`config.mk`:
```
export PLATFORM = sky130hd
export DESIGN_NAME = pin_edge_pend
export DESIGN_NICKNAME = d
export VERILOG_FILES = /design/src/rtl/pin_edge_pend_pkg.sv /design/src/rtl/pin_edge_pend_sync.sv /design/src/rtl/pin_edge_pend_edge.sv /design/src/rtl/pin_edge_pend_store.sv /design/src/rtl/pin_edge_pend_req.sv /design/src/rtl/pin_edge_pend.sv
export SDC_FILE = /design/constraint.sdc
export NUM_CORES = 1
export LEC_CHECK = 0
export BUFFER_PORTS_ARGS = -buffer_cell sky130_fd_sc_hd__buf_4
export CAP_MARGIN = 20
export CORE_MARGIN = 3
export CORE_UTILIZATION = 35
export CTS_CLUSTER_SIZE = 30
export DETAILED_ROUTE_END_ITERATION = 12
export GPL_TIMING_DRIVEN = 0
export PLACE_DENSITY = 0.6
export SLEW_MARGIN = 25
export SYNTH_ARGS = -nofsm -noshare
export SYNTH_HDL_FRONTEND = slang
export SYNTH_SLANG_ARGS = --single-unit
```
`constraint.sdc`:
```
create_clock -name clk -period 1.45 [get_ports clk]
set_input_delay 0.2175 -clock clk [delete_from_list [all_inputs] [get_ports clk]]
set_output_delay 0.2175 -clock clk [all_outputs]
set_load 0.05 [all_outputs]
```
`src/rtl/pin_edge_pend_pkg.sv`:
```
// Shared definitions for the pin edge pending unit.
// Assumes: polarity encoding 1 = falling, 0 = rising.
package pin_edge_pend_pkg;

    localparam int unsigned PIN_W_DEF = 8;

    typedef enum logic {
        EDGE_RISE = 1'b0,
        EDGE_FALL = 1'b1
    } edge_pol_e;

    // True when the chosen transition is seen between two samples.
    function automatic logic edge_seen(input logic prev_v, input logic cur_v,
                                       input edge_pol_e pol);
        logic hit;
        if (pol == EDGE_FALL) hit = prev_v & ~cur_v;
        else                  hit = ~prev_v & cur_v;
        return hit;
    endfunction

endpackage

```
`src/rtl/pin_edge_pend_sync.sv`:
```
// Multi-stage synchroniser for a vector of asynchronous inputs.
// Assumes: each bit is independent; every stage resets to 0.
module pin_edge_pend_sync #(
    parameter int unsigned W      = 8,
    parameter int unsigned STAGES = 2
) (
    input  logic         clk,
    input  logic         rst_n,
    input  logic [W-1:0] async_i,
    output logic [W-1:0] sync_o
);
    localparam int unsigned LAST = STAGES - 1;

    logic [W-1:0] stage_q [STAGES];

    // Shift the input through the stage chain.
    always_ff @(posedge clk) begin
        if (!rst_n) begin
            for (int s = 0; s < STAGES; s++) stage_q[s] <= '0;
        end else begin
            stage_q[0] <= async_i;
            for (int s = 1; s < STAGES; s++) stage_q[s] <= stage_q[s-1];
        end
    end

    assign sync_o = stage_q[LAST];
endmodule

```
`src/rtl/pin_edge_pend_edge.sv`:
```
// Per-pin edge detector with selectable polarity.
// Assumes: input is already synchronous; history register resets to 0.
module pin_edge_pend_edge
    import pin_edge_pend_pkg::*;
#(
    parameter int unsigned W = 8
) (
    input  logic         clk,
    input  logic         rst_n,
    input  logic [W-1:0] cur_i,
    input  logic [W-1:0] fall_sel_i,
    output logic [W-1:0] hit_o
);
    logic [W-1:0] prev_q;

    // Remember the last synchronised sample.
    always_ff @(posedge clk) begin
        if (!rst_n) prev_q <= '0;
        else        prev_q <= cur_i;
    end

    for (genvar g = 0; g < W; g++) begin : g_det
        assign hit_o[g] = edge_seen(prev_q[g], cur_i[g], edge_pol_e'(fall_sel_i[g]));
    end
endmodule

```
`src/rtl/pin_edge_pend_store.sv`:
```
// Sticky pending flags with atomic exchange access.
// Assumes: a detected edge outranks the value being written.
module pin_edge_pend_store #(
    parameter int unsigned W = 8
) (
    input  logic         clk,
    input  logic         rst_n,
    input  logic [W-1:0] hit_i,
    input  logic         xchg_en_i,
    input  logic [W-1:0] xchg_wdata_i,
    output logic [W-1:0] xchg_rdata_o,
    output logic [W-1:0] pend_o
);
    logic [W-1:0] pend_q;
    logic [W-1:0] base;
    logic [W-1:0] pend_d;

    // Pick the written value or the held flags, then OR in new edges.
    always_comb begin
        base   = xchg_en_i ? xchg_wdata_i : pend_q;
        pend_d = base | hit_i;
    end

    // Hold the flags.
    always_ff @(posedge clk) begin
        if (!rst_n) pend_q <= '0;
        else        pend_q <= pend_d;
    end

    assign xchg_rdata_o = pend_q;
    assign pend_o       = pend_q;
endmodule

```
`src/rtl/pin_edge_pend_req.sv`:
```
// Request generation: enabled-flag OR and the shared vector merge.
// Assumes: disable bit 1 blocks a pin; timer request is already synchronous.
module pin_edge_pend_req #(
    parameter int unsigned W = 8
) (
    input  logic [W-1:0] pend_i,
    input  logic [W-1:0] off_i,
    input  logic         timer_roll_i,
    output logic         irq_o,
    output logic         vec_req_o
);
    logic [W-1:0] live;

    // Mask flags, reduce, then merge with the timer source.
    always_comb begin
        live      = pend_i & ~off_i;
        irq_o     = |live;
        vec_req_o = irq_o | timer_roll_i;
    end
endmodule

```
`src/rtl/pin_edge_pend.sv`:
```
// Top: synchroniser, edge detector, pending store and request logic.
// Assumes: all control inputs are synchronous to clk; pins are not.
module pin_edge_pend
    import pin_edge_pend_pkg::*;
#(
    parameter int unsigned W           = PIN_W_DEF,
    parameter int unsigned SYNC_STAGES = 2
) (
    input  logic         clk,
    input  logic         rst_n,
    input  logic [W-1:0] pin_i,
    input  logic [W-1:0] edge_fall_i,
    input  logic [W-1:0] irq_off_i,
    input  logic         xchg_en_i,
    input  logic [W-1:0] xchg_wdata_i,
    output logic [W-1:0] xchg_rdata_o,
    output logic [W-1:0] pend_o,
    output logic         irq_o,
    input  logic         timer_roll_i,
    output logic         vec_req_o
);
    logic [W-1:0] pin_s;
    logic [W-1:0] hit;

    pin_edge_pend_sync #(.W(W), .STAGES(SYNC_STAGES)) u_sync (
        .clk     (clk),
        .rst_n   (rst_n),
        .async_i (pin_i),
        .sync_o  (pin_s)
    );

    pin_edge_pend_edge #(.W(W)) u_edge (
        .clk        (clk),
        .rst_n      (rst_n),
        .cur_i      (pin_s),
        .fall_sel_i (edge_fall_i),
        .hit_o      (hit)
    );

    pin_edge_pend_store #(.W(W)) u_store (
        .clk          (clk),
        .rst_n        (rst_n),
        .hit_i        (hit),
        .xchg_en_i    (xchg_en_i),
        .xchg_wdata_i (xchg_wdata_i),
        .xchg_rdata_o (xchg_rdata_o),
        .pend_o       (pend_o)
    );

    pin_edge_pend_req #(.W(W)) u_req (
        .pend_i       (pend_o),
        .off_i        (irq_off_i),
        .timer_roll_i (timer_roll_i),
        .irq_o        (irq_o),
        .vec_req_o    (vec_req_o)
    );
endmodule

```
Word-level counts from Yosys, hierarchy flattened
Memory sizes are Yosys's and may differ from the RTL's.
Index checks and enable logic that the tools add are counted.

storage, ports and cells
  input port bits = 36
  logic and storage cells = 55
  memories = 1
  bits in read-only memories = 0
  latch bits = 0
  RAM bits = 16
  bits in registers = 16
  output and inout bits = 18

operators by class
  equal/unequal tests = 0
  multipliers = 0
  multiplexer cells = 13
  reductions and logical operators = 1
  bitwise operators = 38
  shift operators = 0
  order comparisons = 0
  $add $sub $neg = 0
  divide/modulo/power cells = 0

memories
  memory          depth  width  read ports  clocked after memory_dff  wr ports  RTL line                  source
  u_sync.stage_q  2      8      2           0                         2         pin_edge_pend_sync.sv:14  logic [W-1:0] stage_q [STAGES];

operators with widths
  cell                number
  8-bit 2-to-1 mux    3
  1-bit bitwise AND   16
  1-bit NOT           16
  1-bit 2-to-1 mux    10
  8-bit bitwise AND   1
  8-bit NOT           1
  8-bit bitwise OR    1
  8-bit OR reduction  1
  1-bit bitwise OR    3

Depth between registers and ports, before layout
  depth after elaboration = 4
  depth in mapped cells = 3
  mapped depth without buffers = 3

Hierarchy
A second synthesis with hierarchy kept.

second synthesis, totals
  cells, all modules = 128
  area total of the unflattened synthesis = 1,385.1 um^2

by module, submodules not included
  module               area an instance (um^2)  instances  cells an instance
  pin_edge_pend_sync   506.7                    1          41
  pin_edge_pend_store  415.4                    1          34
  pin_edge_pend_edge   390.4                    1          40
  pin_edge_pend_req    72.6                     1          13

Worst setup path before layout
Ideal clock, no wire load.

  path type = reg2out
  start = reg u_store.pend_q[2] (netlist: u_store.pend_o[2])
  end = out vec_req_o
  data arrival time = 1.421 ns
  cell stages (with the launch flop) = 4
  path buffers = 0
  path slack = -0.188 ns
  cells stage by stage = dfxtp_1 > inv_1 > o22ai_1 > or4_1

between the ends
  longest elaborated chain between the ends = 3

ends and longest elaborated chain
  what                    RTL line                   source
  from (decl)             pin_edge_pend_store.sv:14  logic [W-1:0] pend_q;
  from (signal assigned)  pin_edge_pend_store.sv:27  else pend_q <= pend_d;
  8-bit bitwise AND       pin_edge_pend_req.sv:16    live = pend_i & ~off_i;
  8-bit OR reduction      pin_edge_pend_req.sv:17    irq_o = |live;
  1-bit bitwise OR        pin_edge_pend_req.sv:18    vec_req_o = irq_o | timer_roll_i;
  to (decl)               pin_edge_pend.sv:20        output logic vec_req_o

No other way between the ends.

Final worst setup path
Same ends and word-level chain as after synthesis.

==> results.ini <==
[critical_path]
reg2regPathDepth=3
end_kind=output port
crit_cells=4
rr_startpoint=u_store.pend_o[6]
crit_required_ns=1.23
cp_top_family=simple AND/OR/NAND/NOR gates
slowest_delay_ns=0.53
startpoint=u_store.pend_o[2]
arrival_ns=1.48
cp_max_fo=4
slowest_stage=or4_4
worstSetupPathType=reg -> out
r2r_setup_slack_ns=0.66
cp_num_buf_inv=2
path_cells=inv_1 > o22ai_1 > or4_4 > buf_8
cp-start-kind=flop

[timing]
finClkSkew_ns=0.002971
hold_viol_final=0
setup_viol=2
finalCriticalPeriod_ns=1.700
setup_ws_ns=-0.2501
clock.fmax_mhz=588.2
fin_setup_tns_ns=-0.4576
rsz0062_at_grt=true
slew_headroom=0.8020
slew_viol_final=0
period_share=1.172
tightest_slew_ns=0.2971

[final_layout]
drive_above_1_share=0.4286
design_area_mm2=0.001739
fillers=293
mostFrequentLayoutCells=buf_4, dfxtp_1, and2_1
n_antenna_cell=0
num-nets-final=220
area_delta_synth_final_pct=46.16
mostFrequentLayoutCell=buf_4

[synthesis]
synth_top_cell_area_share=0.5384
ys_seq_area_frac=0.5384
async_flop_share=0
synth_cell_type_count=16
netlist_instances=121
synth_area_per_cell_um2=9.834
syn_area_mm2=0.001190
synth_flop_cell=dfxtp_1
yosys_warnings=0
synth_seq_cells=32
synth_edf_count=0
synth_area_leaders=dfxtp_1, and2_1, mux2i_1
synth_top_area_cell=dfxtp_1
synth_fp_nets=157

[clock_network]
cts_sinks=32
htree_levels=2
clock-root-buffer=clkbuf_4
cts_buffers=5
insertion_delay_ns=0.31
cts_buffer_depth=2
tritoncts=yes
clkTransAtPathRegs_ns=0.08

[routing]
wl_per_cell_um=10.16
drtAntennaViolNets=0
dr.pass1.iters=3
vias=977
drt_iter0_markers=8
routed_wl_um=2296
drc_errors=0
avgViaCountPerCell=4.323

[floorplanning]
initial_core_util=0.3774
die_h_um=64.31
die_w_um=64.31
ioPinCount=54
die-area_mm2=0.004135
core_mm2=0.003153
std_cell_rows=20

[placed_design]
io_buffer_count=52
placed_area_mm2=0.001644
gp_congestion=0.6581
hpwl_um=1828

[global_routing]
antenna_found_initial=0
grt_max_degree=11
grt-ovfl-total=0
grt_pass1_wl_um=3781
grt_usage=0.1172
grt_pass1_vias=907

[worst_hold_path]
min-delay-start=pin_i[2]
min_path_cells=2
hold_class=in -> reg

[pwr]
ir_drop_uv=547.0
cellPowerDensity_mw_per_mm2=1033
power.total_uw=1796
p_leak_uw=0.0008100

[run_status]
outcome=finished, violations left
failed_checks=negative setup slack

[job]
cap_viol_max_count=0

-- through the flow --
stage	hold WS [ns]	util	cells	setup slack, ns
3_3_place_gp	0.4103	0.5214	217	0.05019
6_report	0.1063	0.5516	226	-0.2501
2_1_floorplan	0.3448	-	121	-0.06140
4_1_cts	0.09113	0.5516	226	-0.2752
3_5_place_dp	0.4097	0.5214	217	0.01134
5_1_grt	0.08525	0.5516	226	-0.3166
-- registers in the layout, summed over array words and instances (netlist names) --
register        flops
u_edge.prev_q       8
u_store.pend_o      8
u_sync.stage_q     16
-- worst register-to-register path: cells and delay by family (launching register included) --
kind            cells  cell delay, ns
buf+inv             1            0.13
mux                 1            0.13
flops               1            0.33
compound gates      1            0.09
-- worst paths after layout --
kind                                end
hold reg to reg   u_sync.stage_q[0][11]
setup reg to reg      u_store.pend_o[6]
setup / recovery              vec_req_o
hold / removal     u_sync.stage_q[0][2]
-- synthesized netlist by cell type (2+ instances only) --
cell type	number
buf_4	8
nand2_1	8
clkbuf_1	2
inv_1	6
nor2_1	8
o22ai_1	2
nand3b_1	8
nand2b_1	3
and2_1	24
a31oi_1	8
mux2i_1	8
dfxtp_1	32
-- report_power, final --
part | internal (uW) | total [uW] | switching (uW)
sequential | 924 | 946 | 22.1
clock | 162 | 406 | 245
combinational | 207 | 443 | 237
-- layer usage --
layer | GRT usage | wire, um
met3 | 0.05800 | 310
met4 | 0.05541 | 35
met2 | 0.1920 | 954
met5 | 0 | 0
met1 | 0.1253 | 996
-- logic make-up after synthesis --
| kind of cell | share of synthesized area |
|---|---|
| compound gates | 0.05994 |
| buf+inv | 0.07991 |
| flops | 0.5384 |
| mux | 0.06730 |
| simple gates | 0.2545 |
-- timing repair --
item                       CTS  global route
pin swaps                    2             0
hold buffers                 0             0
resized for setup           10             0
setup endpoints to repair    2             2
buffers inserted             4             0
-- cell type report --
cell class	instances	area, um2	share of cell area
well taps	44	55.05	0.03165
flip-flops and latches	32	646.9	0.3719
inverters	6	22.52	0.01295
repair buffers	56	435.4	0.2504
clock buffers	5	37.54	0.02158
multi-input cells	72	469.2	0.2698
plain buffers	11	72.57	0.04173
Note: power is estimated with default switching activity, not from simulation.
